<file path="config.mk">
export PLATFORM = sky130hd
export DESIGN_NAME = slink_frag_merger
export DESIGN_NICKNAME = d
export VERILOG_FILES = /design/src/rtl/slm_pkg.sv /design/src/rtl/slm_in_select.sv /design/src/rtl/slm_seq_ctrl.sv /design/src/rtl/slm_word_build.sv /design/src/rtl/slink_frag_merger.sv
export SDC_FILE = /design/constraint.sdc
export NUM_CORES = 1
export LEC_CHECK = 0
export BUFFER_PORTS_ARGS = -buffer_cell sky130_fd_sc_hd__buf_2
export CAP_MARGIN = 0
export CORE_MARGIN = 2
export CORE_UTILIZATION = 43
export CTS_CLUSTER_SIZE = 24
export DETAILED_ROUTE_END_ITERATION = 10
export GPL_TIMING_DRIVEN = 0
export HOLD_SLACK_MARGIN = 0.05
export MAX_ROUTING_LAYER = met4
export PLACE_DENSITY = 0.83
export SLEW_MARGIN = 20
export SYNTH_ARGS = -nofsm -noshare
export SYNTH_HDL_FRONTEND = slang
export SYNTH_HIERARCHICAL = 1
export SYNTH_SLANG_ARGS = --single-unit
</file>
<file path="constraint.sdc">
create_clock -name clk -period 2 [get_ports clk]
set_input_delay 0.4 -clock clk [delete_from_list [all_inputs] [get_ports clk]]
set_output_delay 0.4 -clock clk [all_outputs]
set_load 0.005 [all_outputs]
</file>
<file path="src/rtl/slm_pkg.sv">
package slm_pkg;
   typedef enum logic [2:0] {
      ST_IDLE,
      ST_HDR1,
      ST_HDR2,
      ST_PASS,
      ST_MARK,
      ST_TRL
   } slm_state_e;

   localparam logic [31:0] FRAG_END_MARK = 32'hE0F0_0000;
endpackage

</file>
<file path="src/rtl/slm_in_select.sv">
module slm_in_select #(
   parameter int NUM_IN = 4,
   parameter int DW     = 32,
   parameter int SEL_W  = 2
) (
   input  logic [NUM_IN*DW-1:0] in_data,
   input  logic [NUM_IN-1:0]    in_ctrl,
   input  logic [NUM_IN-1:0]    in_valid,
   input  logic [SEL_W-1:0]     sel,
   input  logic                 pass_en,
   output logic [DW-1:0]        cur_data,
   output logic                 cur_ctrl,
   output logic                 cur_valid,
   output logic [NUM_IN-1:0]    in_ready
);
   for (genvar g = 0; g < NUM_IN; g++) begin : g_rdy
      assign in_ready[g] = pass_en && (sel == SEL_W'(g));
   end

   always_comb begin
      cur_data  = '0;
      cur_ctrl  = 1'b0;
      cur_valid = 1'b0;
      for (int k = 0; k < NUM_IN; k++) begin
         if (sel == SEL_W'(k)) begin
            cur_data  = in_data[k*DW +: DW];
            cur_ctrl  = in_ctrl[k];
            cur_valid = in_valid[k];
         end
      end
   end
endmodule

</file>
<file path="src/rtl/slm_seq_ctrl.sv">
module slm_seq_ctrl
   import slm_pkg::*;
#(
   parameter int NUM_IN = 4,
   parameter int DW     = 32,
   parameter int SEL_W  = 2,
   parameter int CNT_W  = 3
) (
   input  logic             clk,
   input  logic             rst_n,
   input  logic             start,
   input  logic             cur_valid,
   input  logic             cur_ctrl,
   input  logic             cur_err,
   input  logic             out_ready,
   output slm_state_e       state,
   output logic [SEL_W-1:0] sel,
   output logic             err_seen,
   output logic [CNT_W-1:0] frag_cnt,
   output logic [DW-1:0]    pkt_seq
);
   localparam logic [SEL_W-1:0] LAST_SEL = SEL_W'(NUM_IN - 1);

   logic hs_in;
   assign hs_in = (state == ST_PASS) && cur_valid && out_ready;

   always_ff @(posedge clk) begin
      if (!rst_n) begin
         state    <= ST_IDLE;
         sel      <= '0;
         err_seen <= 1'b0;
         frag_cnt <= '0;
         pkt_seq  <= '0;
      end else begin
         unique case (state)
            ST_IDLE: if (start) state <= ST_HDR1;
            ST_HDR1: if (out_ready) state <= ST_HDR2;
            ST_HDR2: if (out_ready) state <= ST_PASS;
            ST_PASS: begin
               if (hs_in && cur_ctrl) begin
                  state    <= ST_MARK;
                  frag_cnt <= frag_cnt + 1'b1;
                  err_seen <= err_seen | cur_err;
               end
            end
            ST_MARK: begin
               if (out_ready) begin
                  if (sel == LAST_SEL) begin
                     state <= ST_TRL;
                  end else begin
                     sel   <= sel + 1'b1;
                     state <= ST_PASS;
                  end
               end
            end
            ST_TRL: begin
               if (out_ready) begin
                  state    <= ST_IDLE;
                  sel      <= '0;
                  err_seen <= 1'b0;
                  frag_cnt <= '0;
                  pkt_seq  <= pkt_seq + 1'b1;
               end
            end
            default: state <= ST_IDLE;
         endcase
      end
   end

   AST_IDLE_WAITS_IN1: assert property (@(posedge clk) disable iff (!rst_n)
      (state == ST_IDLE && !start) |=> (state == ST_IDLE));
   AST_END_THEN_MARK: assert property (@(posedge clk) disable iff (!rst_n)
      (hs_in && cur_ctrl) |=> (state == ST_MARK));
   AST_FIXED_ORDER: assert property (@(posedge clk) disable iff (!rst_n)
      (state == ST_MARK && out_ready && sel != LAST_SEL) |=> (sel == $past(sel) + 1'b1));
   AST_TRL_COUNT: assert property (@(posedge clk) disable iff (!rst_n)
      (state == ST_TRL) |-> (frag_cnt == CNT_W'(NUM_IN)));
endmodule

</file>
<file path="src/rtl/slm_word_build.sv">
module slm_word_build
   import slm_pkg::*;
#(
   parameter int          NUM_IN  = 4,
   parameter int          DW      = 32,
   parameter int          CNT_W   = 3,
   parameter logic [15:0] HDR_TAG = 16'hB0A1,
   parameter logic [15:0] TRL_TAG = 16'hB0AF
) (
   input  slm_state_e       state,
   input  logic [DW-1:0]    cur_data,
   input  logic             cur_ctrl,
   input  logic             cur_valid,
   input  logic             err_seen,
   input  logic [CNT_W-1:0] frag_cnt,
   input  logic [DW-1:0]    pkt_seq,
   output logic [DW-1:0]    out_data,
   output logic             out_ctrl,
   output logic             out_valid
);
   always_comb begin
      out_data  = '0;
      out_ctrl  = 1'b0;
      out_valid = 1'b0;
      unique case (state)
         ST_HDR1: begin
            out_data  = {HDR_TAG, 16'(NUM_IN)};
            out_ctrl  = 1'b1;
            out_valid = 1'b1;
         end
         ST_HDR2: begin
            out_data  = pkt_seq;
            out_ctrl  = 1'b1;
            out_valid = 1'b1;
         end
         ST_PASS: begin
            out_data  = cur_data;
            out_ctrl  = cur_ctrl;
            out_valid = cur_valid;
         end
         ST_MARK: begin
            out_data  = FRAG_END_MARK;
            out_ctrl  = 1'b1;
            out_valid = 1'b1;
         end
         ST_TRL: begin
            out_data  = {TRL_TAG, err_seen, 7'b0, 8'(frag_cnt)};
            out_ctrl  = 1'b1;
            out_valid = 1'b1;
         end
         default: ;
      endcase
   end
endmodule

</file>
<file path="src/rtl/slink_frag_merger.sv">
module slink_frag_merger
   import slm_pkg::*;
#(
   parameter int          NUM_IN  = 4,
   parameter int          DW      = 32,
   parameter logic [15:0] HDR_TAG = 16'hB0A1,
   parameter logic [15:0] TRL_TAG = 16'hB0AF
) (
   input  logic                 clk,
   input  logic                 rst_n,
   input  logic [NUM_IN*DW-1:0] in_data,
   input  logic [NUM_IN-1:0]    in_ctrl,
   input  logic [NUM_IN-1:0]    in_valid,
   output logic [NUM_IN-1:0]    in_ready,
   output logic [DW-1:0]        out_data,
   output logic                 out_ctrl,
   output logic                 out_valid,
   input  logic                 out_ready
);
   localparam int SEL_W = (NUM_IN > 1) ? $clog2(NUM_IN) : 1;
   localparam int CNT_W = $clog2(NUM_IN + 1);

   if (DW != 32) begin : g_bad_dw
      $error("slink_frag_merger: DW must be 32");
   end
   if (NUM_IN < 1 || NUM_IN > 255) begin : g_bad_num
      $error("slink_frag_merger: NUM_IN must be 1..255");
   end

   slm_state_e       state;
   logic [SEL_W-1:0] sel;
   logic             err_seen;
   logic [CNT_W-1:0] frag_cnt;
   logic [DW-1:0]    pkt_seq;
   logic [DW-1:0]    cur_data;
   logic             cur_ctrl;
   logic             cur_valid;
   logic             pass_en;

   assign pass_en = (state == ST_PASS) && out_ready;

   slm_in_select #(.NUM_IN(NUM_IN), .DW(DW), .SEL_W(SEL_W)) u_sel (
      .in_data  (in_data),
      .in_ctrl  (in_ctrl),
      .in_valid (in_valid),
      .sel      (sel),
      .pass_en  (pass_en),
      .cur_data (cur_data),
      .cur_ctrl (cur_ctrl),
      .cur_valid(cur_valid),
      .in_ready (in_ready)
   );

   slm_seq_ctrl #(.NUM_IN(NUM_IN), .DW(DW), .SEL_W(SEL_W), .CNT_W(CNT_W)) u_ctrl (
      .clk      (clk),
      .rst_n    (rst_n),
      .start    (in_valid[0]),
      .cur_valid(cur_valid),
      .cur_ctrl (cur_ctrl),
      .cur_err  (cur_data[0]),
      .out_ready(out_ready),
      .state    (state),
      .sel      (sel),
      .err_seen (err_seen),
      .frag_cnt (frag_cnt),
      .pkt_seq  (pkt_seq)
   );

   slm_word_build #(.NUM_IN(NUM_IN), .DW(DW), .CNT_W(CNT_W),
                    .HDR_TAG(HDR_TAG), .TRL_TAG(TRL_TAG)) u_build (
      .state    (state),
      .cur_data (cur_data),
      .cur_ctrl (cur_ctrl),
      .cur_valid(cur_valid),
      .err_seen (err_seen),
      .frag_cnt (frag_cnt),
      .pkt_seq  (pkt_seq),
      .out_data (out_data),
      .out_ctrl (out_ctrl),
      .out_valid(out_valid)
   );

   AST_ONE_READY: assert property (@(posedge clk) disable iff (!rst_n)
      $onehot0(in_ready));
   AST_STALL_NO_TAKE: assert property (@(posedge clk) disable iff (!rst_n)
      !out_ready |-> (in_ready == '0));
   AST_STALL_HOLD: assert property (@(posedge clk) disable iff (!rst_n)
      (out_valid && !out_ready) |=> (out_valid && $stable(out_data) && $stable(out_ctrl)));
   AST_IDLE_QUIET: assert property (@(posedge clk) disable iff (!rst_n)
      (state == ST_IDLE) |-> (!out_valid && in_ready == '0));
endmodule

</file>
======== After elaboration in Yosys (flattened, before gate mapping) ========
Cells that the tools add are included.
word-level totals
  bits in registers ....................... 41
  logic and storage cells ................. 73
  input port bits ......................... 139
  output and inout port bits .............. 38
cells by class
  equal/unequal tests ..................... 15
  bitwise operators ....................... 1
  $add $sub $neg .......................... 3
  multiplexer cells ....................... 32
  reductions and logical operators ........ 17
operators by type and width
  kind                     number
  $pmux W32 S5             1
  $mux W32                 4
  $add A32 B1 Y32 const B  1
  $mux W3                  8
  $pmux W3 S6              1
  $ne A2 B2 Y1 const B     6
  $mux W1                  10
  $logic_and A1 B1 Y1      8
  $eq A3 B2 Y1 const B     2
  $eq A3 B3 Y1 const B     2
  $mux W2                  3
  $pmux W1 S2              3
  $pmux W3 S2              1
  $reduce_and A6 Y1        1
  $eq A2 B2 Y1 const B     2
  $pmux W2 S2              1
  $reduce_and A4 Y1        1
  $reduce_bool A2 Y1       2
  $reduce_or A4 Y1         1
  $add A3 B1 Y3 const B    1
  $eq A3 B1 Y1 const B     1
  $logic_not A3 Y1         1
  $reduce_and A3 Y1        1
  $add A2 B1 Y2 const B    1
  5 further kinds          5

======== Longest topological paths before layout ========
Gate-level depths: netlist (run 1).
  word-level depth ........................ 10
  depth in mapped cells ................... 7
  mapped depth without buffers ............ 5

======== Modules after synthesis ========
Netlist (run 1), hierarchy kept.
modules (own cells, without submodules)
  module             seq. area each (sq um)  times used  area each (sq um)  cells each
  slm_seq_ctrl       820.8                   1           2059.5             236
  slm_in_select      0.0                     1           872.1              46
  slm_word_build     0.0                     1           753.2              111
  slink_frag_merger  0.0                     1           10.0               1

======== Least setup slack after synthesis (run 1) ========
Ideal clock, no wire load.
  kind .................................... reg2out
  from .................................... register u_ctrl.sel[0]
  to ...................................... output port out_data[15]
  setup slack ............................. -0.098 ns
  data required time ...................... 1.600 ns
  stages on the path, launching flop included .. 7
  arrival ................................. 1.698 ns
  path buffers ............................ 2
  path through ............................ dfxtp_1 > buf_6 > buf_12 > mux4_2 > mux2_2 > a22oi_1 > nor2_1
on the way
  cells in the longest elaborated chain, start to end .. 6
  elaborated cells on any way between the ends .. 9
  those cells by class .................... eq/ne (3); mux (5); reduce/logical (1)
ends and longest elaborated chain
  what                    line                     text
  from (decl)             slm_seq_ctrl.sv:17       output logic [SEL_W-1:0] sel,
  from (signal assigned)  slm_seq_ctrl.sv:51       sel <= sel + 1'b1;
  $logic_not A2 Y1        slm_in_select.sv:25      if (sel == SEL_W'(k)) begin
  $mux W32 (3 in series)  slm_in_select.sv:25
  $mux W32 *              slm_in_select.sv:25
  via cur_data[15]        slink_frag_merger.sv:35  logic [DW-1:0] cur_data;
  $pmux W32 S5 *          slm_word_build.sv:25     unique case (state)
  to (decl)               slink_frag_merger.sv:15  output logic [DW-1:0] out_data,
The timed path passes the listed nets; every way through them passes the cells marked *.

======== Worst setup path after layout (run 1) ========
Same ends and word-level chain as after synthesis.

==> results of run 1 <==
-- through the flow --
stage | total power, uW | area [um2] | worst slack (ns) | hold slack [ns]
2_1_floorplan | 1190 | 3700 | -0.0334 | 0.438
3_3_place_gp | 1420 | 4720 | -0.308 | 0.455
3_5_place_dp | 1430 | 4720 | -0.365 | 0.456
4_1_cts | 1970 | 5030 | -0.433 | 0.392
5_1_grt | 2110 | 5290 | -0.529 | 0.409
6_report | 2040 | 5290 | -0.468 | 0.397
-- tightest hold or removal path, cell delays in order --
cell      delay, ns
buf_2          0.12
nand2b_1       0.07
mux2i_1        0.06
-- layout make-up --
class                      instances  area, um2  share of cell area
buffer                            32        274              0.0518
clock buffer                       5       68.8              0.0130
clock inverter                     1       5.00            0.000946
inverter                           7       30.0             0.00567
multi-input combinational        312       2830               0.535
sequential                        41        833               0.157
tap                              105        131              0.0248
timing repair buffer             200       1120               0.212
-- power by group --
part	switching, uW	internal, uW
registers	8.16	822
logic	345	355
clock network	285	230
total	638	1410
-- layer usage --
metal | share of wire | routed length (um) | vias to the layer above
li1 | - | - | 1911
met1 | 0.37 | 5160 | 2090
met2 | 0.51 | 7130 | 283
met3 | 0.082 | 1150 | 66
met4 | 0.040 | 567 | 0
met5 | 0 | 0 | -
-- how the worst max path moves through the flow --
| stage | startpoint | endpoint | slack [ns] | cells after the start |
|---|---|---|---|---|
| 5_1_grt | u_ctrl/sel[0] | out_data[31] | -0.53 | 7 |
| 3_3_place_gp | u_ctrl/sel[1] | out_data[30] | -0.31 | 7 |
| 3_5_place_dp | u_ctrl/state[1] | out_data[28] | -0.36 | 7 |
| 6_report | u_ctrl/sel[0] | out_data[15] | -0.47 | 7 |
| 2_1_floorplan | u_ctrl/sel[0] | out_data[15] | -0.03 | 6 |
| 4_1_cts | u_ctrl/sel[0] | out_data[15] | -0.43 | 7 |
-- cell usage after synthesis (all sizes together), types with 7 or more instances --
cell type	number	share of area
nand4	10	0.021
dfxtp	41	0.22
mux2	13	0.040
or4	13	0.026
a21oi	30	0.042
mux4	34	0.21
clkbuf	7	0.0071
nor2	45	0.046
mux2i	24	0.065
nand2b	7	0.014
o31ai	13	0.026
buf	27	0.059
o21ai	11	0.015
nand2	31	0.032
nand3	11	0.015
inv	7	0.0071
xor2	9	0.021
-- cells in the final DEF, fill, tap and decap left out, types with 6 or more instances in the layout --
cell type / netlist / routed
mux2i_1: 24 / 24
mux4_2: 34 / 34
dfxtp_1: 41 / 35
inv_1: 7 / 6
o31ai_1: 13 / 10
nand4_1: 9 / 9
nand2b_1: 6 / 6
nand2_1: 30 / 26
buf_2: 14 / 182
and3_1: 6 / 6
xor2_1: 9 / 9
nand3_1: 11 / 11
mux2_4: 0 / 12
nor2_1: 45 / 45
buf_4: 4 / 22
a21oi_1: 29 / 17
a21oi_2: 1 / 12
buf_6: 7 / 13
clkbuf_1: 7 / 6
or4_1: 13 / 11
-- timing repair --
item,4_1_cts,5_1_grt
resized for setup,44,42
cloned,1,1
pin swaps,11,13
endpoints found under the setup margin,40,49
setup buffers,10,12
-- cell families (layout without fill, tap and decap cells) --
kind of cell / Yosys count / count (layout) / share of synthesized area
and+or+nand+nor: 158 / 158 / 0.241
muxes: 71 / 71 / 0.312
AOI/OAI and AO/OA: 67 / 67 / 0.109
adders and majority gates: 4 / 4 / 0.0135
buffers and inverters: 41 / 245 / 0.0735
xor gates and xnor gates: 12 / 12 / 0.0284
DFF: 41 / 41 / 0.222
-- registers in the layout, indices dropped and copies added (netlist names) --
name and cells:
u_ctrl/err_seen 1, u_ctrl/frag_cnt 3, u_ctrl/pkt_seq 32, u_ctrl/sel 2
u_ctrl/state 3
==> metrics, run 1 <==
Routed wire per std cell 19.9 um; Hold Buf Count CTS 0; Tcrit/Tclk final 1.23; Setup Skew 0.00954 ns; largest net degree at the start of global routing 13; Worst path slowest cell mux4_2; Die Span X 96.7 um; synthesized area 3690 um2; DRC 0; outcome complete, but fails checks; power per cell area 386 nW/um2; via count 4350; Max FO, Critical Path 5; Fin Setup TNS -12.37 ns; Crit path buffers/inverters 3; hold path endpoint u_ctrl/pkt_seq[25]; number of synthesized flops with an enable pin 0; dpl cells 675; worst hold path type in -> reg; flop-to-flop setup slack -0.13 ns; Max stage delay on crit path 0.49 ns; vias per std cell 6.19; #FFs+latches synth 41; Setup WS post-layout -0.468 ns; Distinct cells, synth 48; H-tree levels 2; overall global routing resource usage 0.280; Max VDD drop 0.357 mV; vias in the first global route 4192; ys flop type dfxtp_1; Clock transition at path regs 0.08 ns; Starting Density 0.447; # rows 33; DP Wirelength 9810 um; critical path type reg -> out; R2R depth 10; layout cells sized above 1 0.545; Final Max Slew Viols 0; drt pass-1 iters 5; syn nets 537; f_max 405 MHz; clk buf depth 2; Setup crit end kind primary output; Sink Count 41; Cell Count, Final, Fillers Out 703; Syn. warnings 6; synthesized area per cell 9.38 um2; Top Ports 177; crit path time final 2.47 ns; max-cap violations 0; die area 9350 um2; RSZ-0062 raised after global routing true; Placeable Area 8260 um2; Most Crowded Layer GR met2; first-pass GRT wire length 20900 um; leak pwr 0.00225 uW; CP arrival 2.07 ns; Top Family by Delay on Critical Path multiplexers; total CTS buffers 5; Synth async-reset ratio 0; DR iter-0 viols 465; Startpoint Class register; die height 96.7 um; final core occ 0.641; met3 usage 0.0477; Total Nets Final 742; Antenna Cells 0; Filler Cells Inserted 637; cell depth of the worst min-delay path 3; WP data required 1.60 ns; clk_lat worst skew 0.30 ns; initial antenna violation count 0; r2r startpoint u_ctrl/sel[0]; grt ovf 0; GRT met2 Usage 0.481; area grow syn2layout 43.2%; met1 usage in global routing 0.337; Hold Crit Start rst_n; actual slew at the worst max-slew pin 0.633 ns; final setup vio count 41; clk root buf clkbuf_8; Routed Wire Length 14000 um; port bufs 176; register area share after synthesis 0.222; Fin. Hold Viols 0; post-synthesis instance total 394; Cell Chain, Critical Path buf_12 > buf_12 > mux4_2 > mux2_4 > a22oi_2 > nor2_1 > buf_2; violated checks setup timing; RePlAce Congestion 0.958; r2r endpoint u_ctrl/state[2]; crit-path most repeated cell buf_12; post-route ant nets 0; TritonCTS clock tree yes; slew margin rel. 0.578
Power figures use the tool's default switching activity.
==> run 2: changes to the inputs <==
Settings changed: GPL_TIMING_DRIVEN 0 to unset, SLEW_MARGIN 20 to 15.
==> run 2 against run 1 <==
Sequential share of layout area rose by 0.24 points. Global-route usage is 0.95 points lower. Clock power grew 56%. Utilization is 1.5 points lower. Clock skew shrank 0.0016 ns. The run still ends with setup timing left. Die area stayed put. Register-to-register slack worse by 0.05 ns. Largest power group unchanged.
==> metrics, run 2 (same netlist as run 1, synthesis figures left out) <==
outcome complete, but fails checks (unchanged); violated checks setup timing (unchanged); WP data required 1.60 ns (about the same); via count 4153 (was 4350); slew margin rel. 0.640 (was 0.578); DRC 0 (unchanged); DP Wirelength 9450 um (was 9810 um); Placeable Area 8260 um2 (unchanged); r2r startpoint u_ctrl/sel[0] (unchanged); Cell Chain, Critical Path buf_12 > mux4_2 > mux2_4 > a21oi_2 > nor2_1 > buf_2 (was buf_12 > buf_12 > mux4_2 > mux2_4 > a22oi_2 > nor2_1 > buf_2); die height 96.7 um (unchanged); Fin. Hold Viols 0 (unchanged); grt ovf 0 (unchanged); area grow syn2layout 40.0% (was 43.2%); most flop-heavy register u_ctrl/pkt_seq (unchanged); Setup Skew 0.00790 ns (was 0.00954 ns); initial antenna violation count 0 (unchanged); critical path type reg -> out (unchanged); worst hold path type in -> reg (unchanged); final setup vio count 41 (unchanged); TritonCTS clock tree yes (unchanged); die area 9350 um2 (unchanged); first-pass GRT wire length 20300 um (was 20900 um); commonest cells after routing, fill and taps aside buf_2 (176), nor2_1 (45), dfxtp_1 (38), mux4_2 (34), buf_4 (27) (was buf_2 (182), nor2_1 (45), dfxtp_1 (35), mux4_2 (34), nand2_1 (26)); port bufs 176 (unchanged); DR iter-0 viols 377 (was 465); leak pwr 0.00217 uW (was 0.00225 uW); layout cells sized above 1 0.527 (was 0.545); clk_lat worst skew 0.30 ns (about the same); Filler Cells Inserted 671 (was 637); total CTS buffers 5 (unchanged); power per cell area 447 nW/um2 (was 386 nW/um2); post-route ant nets 0 (unchanged); Sink Count 41 (unchanged); top flop regs u_ctrl/pkt_seq x32, u_ctrl/frag_cnt x3, u_ctrl/state x3 (unchanged); largest net degree at the start of global routing 31 (was 13); Routed wire per std cell 19.1 um (was 19.9 um); Starting Density 0.447 (unchanged); Max FO, Critical Path 7 (was 5); clk root buf clkbuf_8 (unchanged); CP arrival 1.98 ns (was 2.07 ns); Tcrit/Tclk final 1.19 (was 1.23); hold path endpoint u_ctrl/state[1] (was u_ctrl/pkt_seq[25]); RePlAce Congestion 0.946 (was 0.958); commonest non-fill, non-tap cell in the layout buf_2 (unchanged); Crit path buffers/inverters 2 (was 3); final core occ 0.626 (was 0.641); max-cap violations 0 (unchanged); R2R depth 11 (was 10); actual slew at the worst max-slew pin 0.539 ns (was 0.633 ns); H-tree levels 2 (unchanged); Setup WS post-layout -0.384 ns (was -0.468 ns); # rows 33 (unchanged); Max VDD drop 0.449 mV (was 0.357 mV); RSZ-0062 raised after global routing true (unchanged); vias in the first global route 4141 (was 4192); flop-to-flop setup slack -0.18 ns (was -0.13 ns); Die Span X 96.7 um (unchanged); Final Max Slew Viols 0 (unchanged); Setup crit end kind primary output (unchanged); vias per std cell 6.04 (was 6.19); clk buf depth 2 (unchanged); Routed Wire Length 13100 um (was 14000 um); cell depth of the worst min-delay path 2 (was 3); Top Ports 177 (unchanged); Hold Buf Count CTS 0 (unchanged); Total Nets Final 725 (was 742); Clock transition at path regs 0.08 ns (about the same); r2r endpoint u_ctrl/frag_cnt[1] (was u_ctrl/state[2]); Place WS -0.0938 ns (was -0.365 ns); Antenna Cells 0 (unchanged); Max stage delay on crit path 0.53 ns (was 0.49 ns); drt pass-1 iters 5 (unchanged); Hold Crit Start rst_n (unchanged); f_max 419 MHz (was 405 MHz); Worst path slowest cell mux4_2 (unchanged); overall global routing resource usage 0.271 (was 0.280); Startpoint Class register (unchanged); crit path time final 2.38 ns (was 2.47 ns); Top Family by Delay on Critical Path multiplexers (unchanged); max reg flops 32 (unchanged)
-- run 2: report_power, final --
| group | internal, uW | leakage (uW) | switching [uW] |
|---|---|---|---|
| registers | 822 | 0.000332 | 14.3 |
| clock network | 496 | 0.0000681 | 306 |
| logic | 353 | 0.00177 | 324 |
-- run 2: final cells by class --
type	count	area (um2)	share of cell area
clock inverters	3	65.1	0.0126
multi-input cells	312	2770	0.535
flip-flops and latches	41	827	0.160
repair buffers	215	1290	0.249
well taps	105	131	0.0254
inverters	7	26.3	0.00508
clock buffers	5	68.8	0.0133
-- run 2: layer usage --
| layer | vias up | wire (um) | share of wire | GRT usage |
|---|---|---|---|---|
| li1 | 1873 | - | - | - |
| met1 | 2001 | 5090 | 0.39 | 0.336 |
| met2 | 234 | 6700 | 0.51 | 0.451 |
| met3 | 45 | 928 | 0.071 | 0.0347 |
| met4 | 0 | 402 | 0.031 | 0.102 |
| met5 | - | 0 | 0 | - |
-- run 2: how the worst max path moves through the flow --
stage / start / endpoint / slack [ns] / cells after the start
final: u_ctrl/sel[0] / out_data[20] / -0.38 / 6
after global routing: u_ctrl/sel[0] / out_data[31] / -0.42 / 7
after floorplan: u_ctrl/sel[0] / out_data[15] / -0.03 / 6
after global placement: u_ctrl/sel[0] / out_data[15] / -0.05 / 6
after detailed placement: u_ctrl/sel[0] / u_ctrl/frag_cnt[1] / -0.09 / 8
after CTS: u_ctrl/sel[0] / out_data[9] / -0.40 / 6
-- run 2: per-stage QoR --
stage               TNS, ns  total power (uW)  instance area (um2)  instances  hold WS [ns]
finish               -10.70              2310                 5170        688         0.466
global route         -13.52              2390                 5170        688         0.472
CTS                  -11.45              2260                 5040        682         0.461
detailed placement   -0.370              1440                 4770        671         0.474
global placement    -0.0850              1420                 4770        671         0.462
floorplan           -0.0334              1190                 3700        394         0.438
-- run 2: timing repair --
item | CTS | global route
setup buffers | 3 | 8
setup endpoints to repair | 36 | 49
resized for setup | 32 | 24
gates cloned | 1 | 0
hold endpoints to repair | 0 | 0
pin swaps | 13 | 10
